File: config.mk
export PLATFORM = sky130hd
export DESIGN_NAME = mma_agent
export DESIGN_NICKNAME = d
export VERILOG_FILES = /design/src/rtl/mma_pkg.sv /design/src/rtl/mma_yield.sv /design/src/rtl/mma_fsm.sv /design/src/rtl/mma_outs.sv /design/src/rtl/mma_agent.sv
export SDC_FILE = /design/constraint.sdc
export NUM_CORES = 1
export LEC_CHECK = 0
export BUFFER_PORTS_ARGS = -buffer_cell sky130_fd_sc_hd__buf_2
export CORE_AREA = 2 2 39 41
export DETAILED_ROUTE_END_ITERATION = 10
export DIE_AREA = 0 0 41 43
export RECOVER_POWER = 25
export SLEW_MARGIN = 20
export SYNTH_ARGS = -nofsm -noshare
export SYNTH_HDL_FRONTEND = slang
export SYNTH_SLANG_ARGS = --single-unit
File: constraint.sdc
create_clock -name clk -period 3.8 [get_ports clk]
set_clock_uncertainty 0.1 [all_clocks]
set_input_delay 0.76 -clock clk [delete_from_list [all_inputs] [get_ports clk]]
set_output_delay 0.76 -clock clk [all_outputs]
set_load 0.05 [all_outputs]
File: src/rtl/mma_pkg.sv
`timescale 1ns/1ps
package mma_pkg;
  typedef enum logic [2:0] {
    ST_IDLE    = 3'd0,
    ST_REQ     = 3'd1,
    ST_WAIT    = 3'd2,
    ST_ACTIVE  = 3'd3,
    ST_PARKED  = 3'd4,
    ST_REL     = 3'd5
  } arb_state_t;
endpackage

File: src/rtl/mma_yield.sv
`timescale 1ns/1ps
// Decides whether an owning agent must give up the bus at its next safe point.
module mma_yield (
  input  logic prio_in,
  input  logic loc_halt,
  input  logic yield_strap,
  input  logic other_req,
  output logic must_yield
);
  logic lower_wants;

  always_comb begin
    lower_wants = yield_strap & other_req;
    must_yield  = ~prio_in | loc_halt | lower_wants;
  end
endmodule

File: src/rtl/mma_fsm.sv
`timescale 1ns/1ps
// Ownership sequencer: request, wait for free line, own, park, release.
module mma_fsm
  import mma_pkg::*;
#(
  parameter int REL_HOLD = 1
) (
  input  logic       clk,
  input  logic       rst_n,
  input  logic       loc_req,
  input  logic       xfer_done,
  input  logic       loc_halt,
  input  logic       prio_in,
  input  logic       busy_n_in,
  input  logic       must_yield,
  output arb_state_t st
);
  localparam int CW = (REL_HOLD > 1) ? $clog2(REL_HOLD) : 1;
  localparam logic [CW-1:0] LAST = CW'(REL_HOLD - 1);

  arb_state_t     st_nx;
  logic [CW-1:0]  rel_cnt;
  logic [CW-1:0]  rel_cnt_nx;

  always_comb begin
    st_nx      = st;
    rel_cnt_nx = '0;
    unique case (st)
      ST_IDLE:   if (loc_req) st_nx = ST_REQ;
      ST_REQ:    if (prio_in) st_nx = ST_WAIT;
      ST_WAIT: begin
        if (!prio_in)       st_nx = ST_REQ;
        else if (busy_n_in) st_nx = ST_ACTIVE;
      end
      ST_ACTIVE: begin
        if (xfer_done) st_nx = must_yield ? ST_REL : ST_PARKED;
      end
      ST_PARKED: begin
        if (must_yield)   st_nx = ST_REL;
        else if (loc_req) st_nx = ST_ACTIVE;
      end
      ST_REL: begin
        if (rel_cnt == LAST) begin
          st_nx = (loc_req && !loc_halt) ? ST_REQ : ST_IDLE;
        end else begin
          rel_cnt_nx = rel_cnt + 1'b1;
        end
      end
      default:   st_nx = ST_IDLE;
    endcase
  end

  always_ff @(posedge clk) begin
    if (!rst_n) begin
      st      <= ST_IDLE;
      rel_cnt <= '0;
    end else begin
      st      <= st_nx;
      rel_cnt <= rel_cnt_nx;
    end
  end
endmodule

File: src/rtl/mma_outs.sv
`timescale 1ns/1ps
// Decodes the registered state into the bus-side levels.
module mma_outs
  import mma_pkg::*;
(
  input  arb_state_t st,
  output logic       breq,
  output logic       busy_drive,
  output logic       drv_en
);
  logic owning;

  always_comb begin
    owning     = (st == ST_ACTIVE) || (st == ST_PARKED);
    breq       = (st != ST_IDLE);
    busy_drive = owning;
    drv_en     = owning;
  end
endmodule

File: src/rtl/mma_agent.sv
`timescale 1ns/1ps
module mma_agent
  import mma_pkg::*;
#(
  parameter int REL_HOLD = 1
) (
  input  logic clk,
  input  logic rst_n,
  input  logic loc_req,
  input  logic xfer_done,
  input  logic loc_halt,
  input  logic yield_strap,
  input  logic other_req,
  input  logic prio_in,
  input  logic busy_n_in,
  output logic breq,
  output logic busy_drive,
  output logic drv_en
);
  arb_state_t st;
  logic       must_yield;

  mma_yield u_yield (
    .prio_in    (prio_in),
    .loc_halt   (loc_halt),
    .yield_strap(yield_strap),
    .other_req  (other_req),
    .must_yield (must_yield)
  );

  mma_fsm #(.REL_HOLD(REL_HOLD)) u_fsm (
    .clk       (clk),
    .rst_n     (rst_n),
    .loc_req   (loc_req),
    .xfer_done (xfer_done),
    .loc_halt  (loc_halt),
    .prio_in   (prio_in),
    .busy_n_in (busy_n_in),
    .must_yield(must_yield),
    .st        (st)
  );

  mma_outs u_outs (
    .st        (st),
    .breq      (breq),
    .busy_drive(busy_drive),
    .drv_en    (drv_en)
  );
endmodule

* Word-level counts from Yosys, hierarchy flattened
Cells that the tools add are included.
Word-level totals: bits in registers 4, input port bits 9, output and inout port bits 3, logic and storage cells 36
Cells by class: add/subtract/negate cells 1, equal/unequal tests 11, muxes and demuxes 11, bitwise logic cells 4, reductions and logical operators 7
Operators by type and width (count):
- $mux W3 | 8
- $pmux W3 S6 | 1
- $ne A2 B2 Y1 const B | 4
- $eq A3 B2 Y1 const B | 2
- $eq A3 B3 Y1 const B | 2
- $reduce_and A6 Y1 | 1
- $eq A3 B1 Y1 const B | 1
- $logic_not A3 Y1 | 1
- $ne A3 B2 Y1 const B | 1
- $ne A3 B3 Y1 const B | 1
- $reduce_and A3 Y1 | 1
- $reduce_bool A3 Y1 | 1
- $mux W1 | 2
- $or A1 B1 Y1 | 2
- $add A1 B1 Y1 const B | 1
- $and A1 B1 Y1 | 1
- $logic_and A1 B1 Y1 | 1
- $logic_not A1 Y1 | 1
- $logic_or A1 B1 Y1 | 1
- $not A1 Y1 | 1

* Logic depth before layout (Yosys ltp)
Gate-level depths: netlist (run 1).
depth in word-level cells 6, gate-level depth with buffers 6, mapped depth without buffers 5

* Modules after synthesis
From an unflattened synthesis (run 1), not the netlist that was laid out.
Unflattened totals: cells, all modules 41, area total of the unflattened synthesis 365.4 sq um
By module, submodules not included:
- mma_fsm | instances 1, cells an instance 34, area an instance 324.1 sq um, sequential area each 80.1 sq um
- mma_outs | instances 1, cells an instance 5, area an instance 30.0 sq um, sequential area each 0.0 sq um
- mma_yield | instances 1, cells an instance 2, area an instance 11.3 sq um, sequential area each 0.0 sq um

* Least setup slack after synthesis (run 1)
No wires, ideal clock.
path kind reg2out, start reg u_fsm.st[0], end out drv_en, arrival time 1.380 ns, required time 2.940 ns, slack 1.560 ns, stages on the path, launching flop included 5, buffers on the path 1, cells stage by stage dfxtp_1 inv_1 nor2_1 a21o_1 buf_4
On the way: word-level cells in the longest chain between the ends 2, elaborated cells between the ends (all ways) 3, classes of those cells eq/ne (2); reduce/logical (1)
Ends and longest elaborated chain:
- from (decl) | line mma_fsm.sv:16 | output arb_state_t st
- from (signal assigned) | line mma_fsm.sv:58 | st <= st_nx;
- $eq A3 B2 Y1 / $eq A3 B3 Y1 (equally long branches) | line mma_outs.sv:14 | owning = (st == ST_ACTIVE) || (st == ST_PARKED);
- $logic_or A1 B1 Y1 (*) | line mma_outs.sv:14
- to (decl) | line mma_agent.sv:18 | output logic drv_en
Every way passes the cells marked *; elsewhere a longest branch is shown, timed or not.

* Final worst setup path (run 1)
Same ends and word-level chain as after synthesis.

==> flow_summary.ini, run 1 <==
[floorplanning]
dieArea_mm2 = 0.001763
fp.dieW_um = 41
row_count = 14
io_pins = 12
start_util_pct = 22.69
core_area_mm2 = 0.001384
die_y_um = 43

[critical_path]
cp_slowest_cell = dfxtp_1
crit_family = flip-flops
path_buf_inv = 2
critPathLaunch = u_fsm.st[0]
critPathArrivalTime_ns = 1.41
crit_path_max_fanout = 7
cpPeakStageDelay_ns = 0.44
r2r_slack_ns = 2.36
required_ns = 2.94
cp-end-kind = output pin
path_class = reg2out
start_kind = flip-flop
r2r-start = u_fsm.st[2]
crit_chain = inv_1, nor2_1, a21o_1, buf_2

[place]
place.gp.congestion = 0.8458
numPortBuffers = 11
dp.cells = 65
place_ws_ns = 1.767

[clock_tree]
holdBufCountCts = 0
clockBufferDepth = 2
cts_root_buffer = clkbuf_4
clk_latency_ns = 0.23
postCtsSetupBuffers = 0
clkTransAtPathRegs_ns = 0.04
post_cts_resized = 0
cts_max_level = 1
clock-sinks = 4
cts_tree = built
cts_made_buffers = 3

[cells_and_area]
mostFrequentLayoutCells = buf_2, nand2_1, dfxtp_1
syn2layout_area_growth_pct = 22.71
fin_nets = 63
layout-drive-gt1-share_pct = 36.54
final_common_cell = buf_2
final_cells = 68
antenna_cells = 0

[min_path]
hold_path_class = reg2reg
min_from = u_fsm.st[2]

[sta]
setup_slack_ns = 1.532
slew_violations = 0
setup_tns_ns = 0
fmax_mhz = 440.9
rsz0062_at_grt = no
setup_viol = 0
fin_crit_ns = 2.268
period_share_pct = 59.68
worst_slew_pin_slew_ns = 0.5091
hold_viol_final = 0
slew_headroom_pct = 65.62

[pwr]
ir_worst_vdd_mv = 0.2848
p_leak_nw = 0.1844
power_density_mw_per_mm2 = 663.4

[routing]
drt_iter0_drc = 6
final_antenna_net_count = 0
post-route-drc-count = 0
first_pass_iters = 4
drt-wirelength-per-cell_um = 9.691
num_vias = 321
via_per_inst = 4.721
postRouteWirelength_um = 659

[synthesis]
synth_top_cell_by_area = dfxtp_1
yosysSeqAreaShare_pct = 25.50
ys_seq_elements = 4
synth.net_count = 49
postSynthCellCount = 40
postSynthAreaPerCell_um2 = 7.851
yosys.area_share.adder_pct = 0
synthTopCellsByArea = dfxtp_1, nand2_1, o41ai_2
synthMuxAreaShare_pct = 3.187
synth_area_um2 = 314.1
synth_top_family_by_area = compound AO/OA/AOI/OAI gates
synth_compound_area_share_pct = 33.47
synth_xor_area_share_pct = 0
yosys.area_share.simple_pct = 25.90
yosysUniqueCellTypes = 26
synth_top_area_share_pct = 25.50
ys.warnings.count = 0

[grt]
antenna_found_initial = 0
grt-ovfl-total = 0
grt_max_degree = 10
grt_pass1_wl_um = 1048
grt_pass1_vias = 290
track_usage_pct = 9.127

[flow_run]
maxCapViolCount = 0

[outcome]
status = finished clean
per-stage QoR:
step / power [mW] / utilization [%] / cell area [um^2] / hold WS (ns)
after floorplan: 0.1890 / - / 314.1 / 0.3996
after detailed placement: 0.2084 / 26.76 / 370.4 / 0.4462
final: 0.2557 / 27.85 / 385.4 / 0.4514
after global routing: 0.2762 / 27.85 / 385.4 / 0.4824
after global placement: 0.2106 / 26.76 / 370.4 / 0.4226
after CTS: 0.2625 / 28.39 / 392.9 / 0.4508
cell families (layout without fill, tap and decap cells):
| logic type | Yosys count | count (layout) |
|---|---|---|
| AND/OR/NAND/NOR | 15 | 15 |
| AO/OA/AOI/OAI | 13 | 13 |
| buffers and inverters | 6 | 18 |
| flip-flops | 4 | 4 |
| other | 1 | 1 |
| multiplexers | 1 | 1 |
cell type report:
class	instances	area (um^2)
Fill cell	157	998.5
Multi-Input combinational cell	30	192.7
Sequential cell	4	80.08
Timing Repair Buffer	11	55.05
Clock buffer	3	22.52
Tap cell	16	20.02
Inverter	4	15.01
synthesized netlist by cell type:
| library cell | number |
|---|---|
| o211ai_2 | 1 |
| o22ai_1 | 2 |
| o21ai_0 | 1 |
| dfxtp_1 | 4 |
| buf_4 | 1 |
| inv_1 | 3 |
| o2111ai_1 | 1 |
| buf_6 | 1 |
| o41ai_2 | 1 |
| a32oi_1 | 1 |
| a21o_1 | 1 |
| mux2i_1 | 1 |
| and3b_2 | 1 |
| nor3_1 | 1 |
| and3_1 | 1 |
| inv_2 | 1 |
| a21boi_0 | 1 |
| conb_1 | 1 |
| o22a_1 | 1 |
| and2b_4 | 1 |
| nand2_1 | 5 |
| a21oi_1 | 1 |
| nor2_1 | 2 |
| nand3_1 | 3 |
| a31oi_1 | 2 |
| nand2b_2 | 1 |
worst reg2reg max path, stage by stage, from the launching register on:
cell and delay (ns):
dfxtp_1 0.35, inv_2 0.13, a31oi_1 0.05, o41ai_1 0.44, and3b_2 0.26
routing by layer:
metal / vias up / wire (um) / global-route usage (%)
li1: 170 / - / -
met1: 142 / 294 / 10.26
met2: 9 / 322 / 12.81
met3: 0 / 42 / 4.712
met4: 0 / 0 / 6.000
met5: - / 0 / 0
sequential cells by signal, indices dropped and copies added, names as in the netlist:
name and count:
u_fsm.st 3, u_fsm.rel_cnt 1
power by group:
| part | leakage [nW] | internal [mW] | switching (mW) | total [mW] |
|---|---|---|---|---|
| logic | 0.138 | 0.0502 | 0.0834 | 0.134 |
| clock network | 0.0138 | 0.0353 | 0.0170 | 0.0523 |
| registers | 0.0331 | 0.0520 | 0.0177 | 0.0697 |
| total | 0.184 | 0.137 | 0.118 | 0.256 |
path summary, 6_finish.rpt:
path                                    end  cells past startpoint
worst max-delay path                 drv_en                      4
worst min-delay path            u_fsm.st[2]                      2
worst max register to register  u_fsm.st[1]                      4
worst min register to register  u_fsm.st[2]                      2
No activity file was read; power rests on OpenSTA's default activity.
==> run 2, diff against run 1 <==
==> constraint.sdc (replaced) <==
create_clock -name clk -period 2.3 [get_ports clk]
set_clock_uncertainty 0.1 [all_clocks]
set_input_delay 0.46 -clock clk [delete_from_list [all_inputs] [get_ports clk]]
set_output_delay 0.46 -clock clk [all_outputs]
set_load 0.05 [all_outputs]
==> flow_summary.ini, run 2 (synthesis gave the netlist of run 1 again) <==
[critical_path]
path_class = reg2out
ff2ff_path_depth = 5
required_ns = 1.74
start_kind = flip-flop
r2r_slack_ns = 0.87
crit_path_max_fanout = 7
crit_end = busy_drive
cp-end-kind = output pin
worstReg2RegEnd = u_fsm.st[0]
critPathLaunch = u_fsm.st[0]
r2r-start = u_fsm.st[1]
critPathArrivalTime_ns = 1.42

[floorplanning]
row_count = 14
io_pins = 12
core_area_mm2 = 0.001384
die_y_um = 43
start_util_pct = 22.69
dieArea_mm2 = 0.001763
fp.dieW_um = 41

[routing]
final_antenna_net_count = 0
drt_iter0_drc = 5
via_per_inst = 4.868
postRouteWirelength_um = 684
drt-wirelength-per-cell_um = 10.06
post-route-drc-count = 0
num_vias = 331
first_pass_iters = 4

[sta]
rsz0062_at_grt = no
fmax_mhz = 504.3
fin_crit_ns = 1.983
period_share_pct = 86.22
hold_viol_final = 0
setup_tns_ns = 0
setup_slack_ns = 0.3170
setup_viol = 0
slew_violations = 0

[clock_tree]
cts_tree = built
holdBufCountCts = 0
cts_root_buffer = clkbuf_4
clkTransAtPathRegs_ns = 0.04
clock-sinks = 4
postCtsSetupBuffers = 0
cts_made_buffers = 3
cts_max_level = 1
clk_latency_ns = 0.23
clockBufferDepth = 2
post_cts_resized = 0

[flow_run]
maxCapViolCount = 0

[grt]
grt_max_degree = 10
grt_pass1_wl_um = 1117
grt_pass1_vias = 272
grt-ovfl-total = 0
antenna_found_initial = 0
track_usage_pct = 9.930

[cells_and_area]
final_common_cell = buf_2
nFillCells = 161
layout-drive-gt1-share_pct = 38.46
largest_reg_flops = 3
top_regs = u_fsm.st: 3 flops, u_fsm.rel_cnt: 1 flops
fin_nets = 63
utilization_pct = 28.39
syn2layout_area_growth_pct = 25.10
top_register = u_fsm.st
mostFrequentLayoutCells = buf_2, nand2_1, dfxtp_1
antenna_cells = 0

[place]
place_ws_ns = 0.5596
numPortBuffers = 11
place.gp.congestion = 0.8446

[pwr]
p_leak_nw = 0.1892
power_density_mw_per_mm2 = 1096
ir_worst_vdd_mv = 0.4745

[min_path]
hold_path_class = in2reg

[outcome]
status = finished clean
==> run 2: cell counts in the layout (fill, tap and decap cells not counted) <==
No cell type changed its count.
==> run 2: how the worst min path moves through the flow <==
stage	startpoint	endpoint	slack, ns	cells past startpoint
6_report	rst_n	u_fsm.st[0]	0.41	3
5_1_grt	rst_n	u_fsm.st[0]	0.43	3
4_1_cts	rst_n	u_fsm.st[0]	0.41	3
3_5_place_dp	u_fsm.st[2]	u_fsm.st[2]	0.44	2
3_3_place_gp	u_fsm.st[2]	u_fsm.st[2]	0.42	2
2_1_floorplan	u_fsm.st[2]	u_fsm.st[2]	0.40	2
==> run 2: layer usage <==
metal	GRT usage, %	part of all wire, %	wire length [um]	up-vias
met2	11.25	45	306	11
met1	12.50	45	309	148
li1	-	-	-	170
met4	6.000	2.6	18	0
met5	0	0	0	-
met3	7.853	7.3	50	2
==> run 2: report_power, final <==
part | total [mW] | internal, mW | switching, mW
registers | 0.118 | 0.0858 | 0.0317
logic | 0.227 | 0.0871 | 0.140
clock network | 0.0860 | 0.0583 | 0.0277
total | 0.431 | 0.231 | 0.199
==> run 2: area by class of cell <==
type                       instances  area (um^2)  share of cell area [%]
multi-input combinational         30        200.2                   50.96
sequential                         4        80.08                   20.38
timing repair buffer              11        55.05                   14.01
clock buffer                       3        22.52                   5.732
tap                               16        20.02                   5.096
inverter                           4        15.01                   3.822
==> run 2: critical path, cell delays in order, from the launching register on <==
cell and delay [ns]:
dfxtp_1 0.45, inv_1 0.14, nor2_1 0.19, a21o_1 0.15, buf_2 0.26
==> run 2: per-stage QoR <==
stage / power [mW] / std cells / area (um^2) / hold WS [ns]
2_1_floorplan: 0.3123 / 40 / 314.1 / 0.3996
3_3_place_gp: 0.3479 / 65 / 370.4 / 0.4223
3_5_place_dp: 0.3459 / 65 / 370.4 / 0.4373
4_1_cts: 0.4341 / 68 / 392.9 / 0.4107
5_1_grt: 0.4649 / 68 / 392.9 / 0.4257
6_report: 0.4306 / 68 / 392.9 / 0.4131
==> run 3, diff against run 2 <==
--- a/config.mk
+++ b/config.mk
@@ -6,9 +6,12 @@
 export NUM_CORES = 1
 export LEC_CHECK = 0
 export BUFFER_PORTS_ARGS = -buffer_cell sky130_fd_sc_hd__buf_2
+export CELL_PAD_IN_SITES_DETAIL_PLACEMENT = 0
+export CELL_PAD_IN_SITES_GLOBAL_PLACEMENT = 1
 export CORE_AREA = 2 2 39 41
 export DETAILED_ROUTE_END_ITERATION = 10
 export DIE_AREA = 0 0 41 43
+export PLACE_DENSITY_LB_ADDON = 0.1
 export RECOVER_POWER = 25
 export SLEW_MARGIN = 20
 export SYNTH_ARGS = -nofsm -noshare
==> flow_summary.ini, run 3 (synthesis gave the netlist of run 1 again) <==
[outcome]
status = finished clean

[routing]
first_pass_iters = 4
num_vias = 323
postRouteWirelength_um = 799
drt-wirelength-per-cell_um = 11.75
post-route-drc-count = 0
via_per_inst = 4.750
drt_iter0_drc = 2
final_antenna_net_count = 0

[pwr]
power_frac_seq_pct = 27.5
ir_worst_vdd_mv = 0.4195
power.share.clock_pct = 19.7
p_sw_share_pct = 46.81
p_int_mw = 0.2271
power_density_mw_per_mm2 = 1108
power.switching_mw = 0.1999
p_leak_nw = 0.1844
power.share.combinational_pct = 52.8

[floorplanning]
io_pins = 12
die_y_um = 43
row_count = 14
fp.dieW_um = 41
core_area_mm2 = 0.001384
start_util_pct = 22.69
dieArea_mm2 = 0.001763

[grt]
grt_max_degree = 10
grt_pass1_wl_um = 1373
grt_pass1_vias = 309
track_usage_pct = 12.01
grt-ovfl-total = 0
antenna_found_initial = 0

[cells_and_area]
top_register = u_fsm.st
antenna_cells = 0
nFillCells = 158
largest_reg_flops = 3
syn2layout_area_growth_pct = 22.71
fin_nets = 63
mostFrequentLayoutCells = buf_2, nand2_1, dfxtp_1
top_regs = u_fsm.st: 3 flops, u_fsm.rel_cnt: 1 flops
layout-drive-gt1-share_pct = 36.54
design_area_um2 = 385.4
final_common_cell = buf_2

[critical_path]
cpPeakStageDelay_ns = 0.44
crit_chain = inv_1, nor2_1, a21o_1, buf_2
cp-end-kind = output pin
worstReg2RegEnd = u_fsm.st[0]
ff2ff_path_depth = 5
critPathArrivalTime_ns = 1.43
crit_path_max_fanout = 7
r2r-start = u_fsm.st[2]
start_kind = flip-flop
required_ns = 1.74
r2r_slack_ns = 0.81
cp_slowest_cell = dfxtp_1
path_class = reg2out

[clock_tree]
cts_max_level = 1
clk_latency_ns = 0.23
clkTransAtPathRegs_ns = 0.04
cts_tree = built
holdBufCountCts = 0
cts_root_buffer = clkbuf_4
post_cts_resized = 0
postCtsSetupBuffers = 0
cts_made_buffers = 3
clock-sinks = 4
clockBufferDepth = 2

[min_path]
min_from = rst_n
hold-path-endpoint = u_fsm.st[2]
worstHoldPathCells = 2
hold_path_class = in2reg

[flow_run]
maxCapViolCount = 0

[sta]
worst_slew_pin_slew_ns = 0.5261
fmax_mhz = 501.9
hold_viol_final = 0
setup_tns_ns = 0
period_share_pct = 86.62
slew_headroom_pct = 64.47
setup_viol = 0
fin_crit_ns = 1.992
slew_violations = 0
rsz0062_at_grt = no

[place]
place.gp.congestion = 0.6844
numPortBuffers = 11
dp_hpwl_um = 636.4
placed_area_um2 = 370.4
## run 3: cell count changes in the layout (fill, tap and decap cells not counted)
cell,delta
o41ai_2,-1
o41ai_1,+1
## run 3: cell type report
| cell class | count | area (um^2) | share of cell area, % |
|---|---|---|---|
| clock buffers | 3 | 22.52 | 5.844 |
| inverters | 4 | 15.01 | 3.896 |
| multi-input cells | 30 | 192.7 | 50.00 |
| flip-flops and latches | 4 | 80.08 | 20.78 |
| well taps | 16 | 20.02 | 5.195 |
| repair buffers | 11 | 55.05 | 14.29 |
## run 3: how the worst max path moves through the flow
stage,start,endpoint
6_report,u_fsm.st[0],busy_drive
5_1_grt,u_fsm.st[0],drv_en
4_1_cts,u_fsm.st[0],drv_en
3_5_place_dp,u_fsm.st[0],drv_en
3_3_place_gp,u_fsm.st[0],drv_en
2_1_floorplan,u_fsm.st[0],drv_en
## run 3: power by group through the flow
| stage | registers, mW | clock network, mW | logic [mW] |
|---|---|---|---|
| final | 0.118 | 0.0839 | 0.225 |
| after global routing | 0.123 | 0.0965 | 0.246 |
| after CTS | 0.118 | 0.0874 | 0.233 |
| after detailed placement | 0.119 | 0 | 0.232 |
| after global placement | 0.119 | 0 | 0.232 |
| after floorplan | 0.102 | 0 | 0.210 |
## run 3: layer usage
metal / global-route usage, % / vias up / share of wire, %
met5: 0 / - / 0
met4: 2.000 / 0 / 0
met3: 7.853 / 0 / 4.1
met2: 17.50 / 9 / 48
met1: 14.65 / 145 / 48
li1: - / 169 / -
## run 3: through the flow
step	utilization, %	total power [mW]	setup slack [ns]	hold slack [ns]	cells
CTS	28.39	0.4385	0.2924	0.4129	68
detailed placement	26.76	0.3502	0.5624	0.4426	65
global route	27.85	0.4652	0.2003	0.4226	68
floorplan	-	0.3123	0.3603	0.3996	40
finish	27.85	0.4270	0.3077	0.4167	68
global placement	26.76	0.3509	0.5387	0.4231	65
## run 3: worst max-delay path: cells and delay by family (launching register included)
| kind | cells | cell delay [ns] |
|---|---|---|
| and+or+nand+nor | 1 | 0.20 |
| buffers and inverters | 2 | 0.40 |
| AOI/OAI and AO/OA | 1 | 0.16 |
| DFF | 1 | 0.44 |
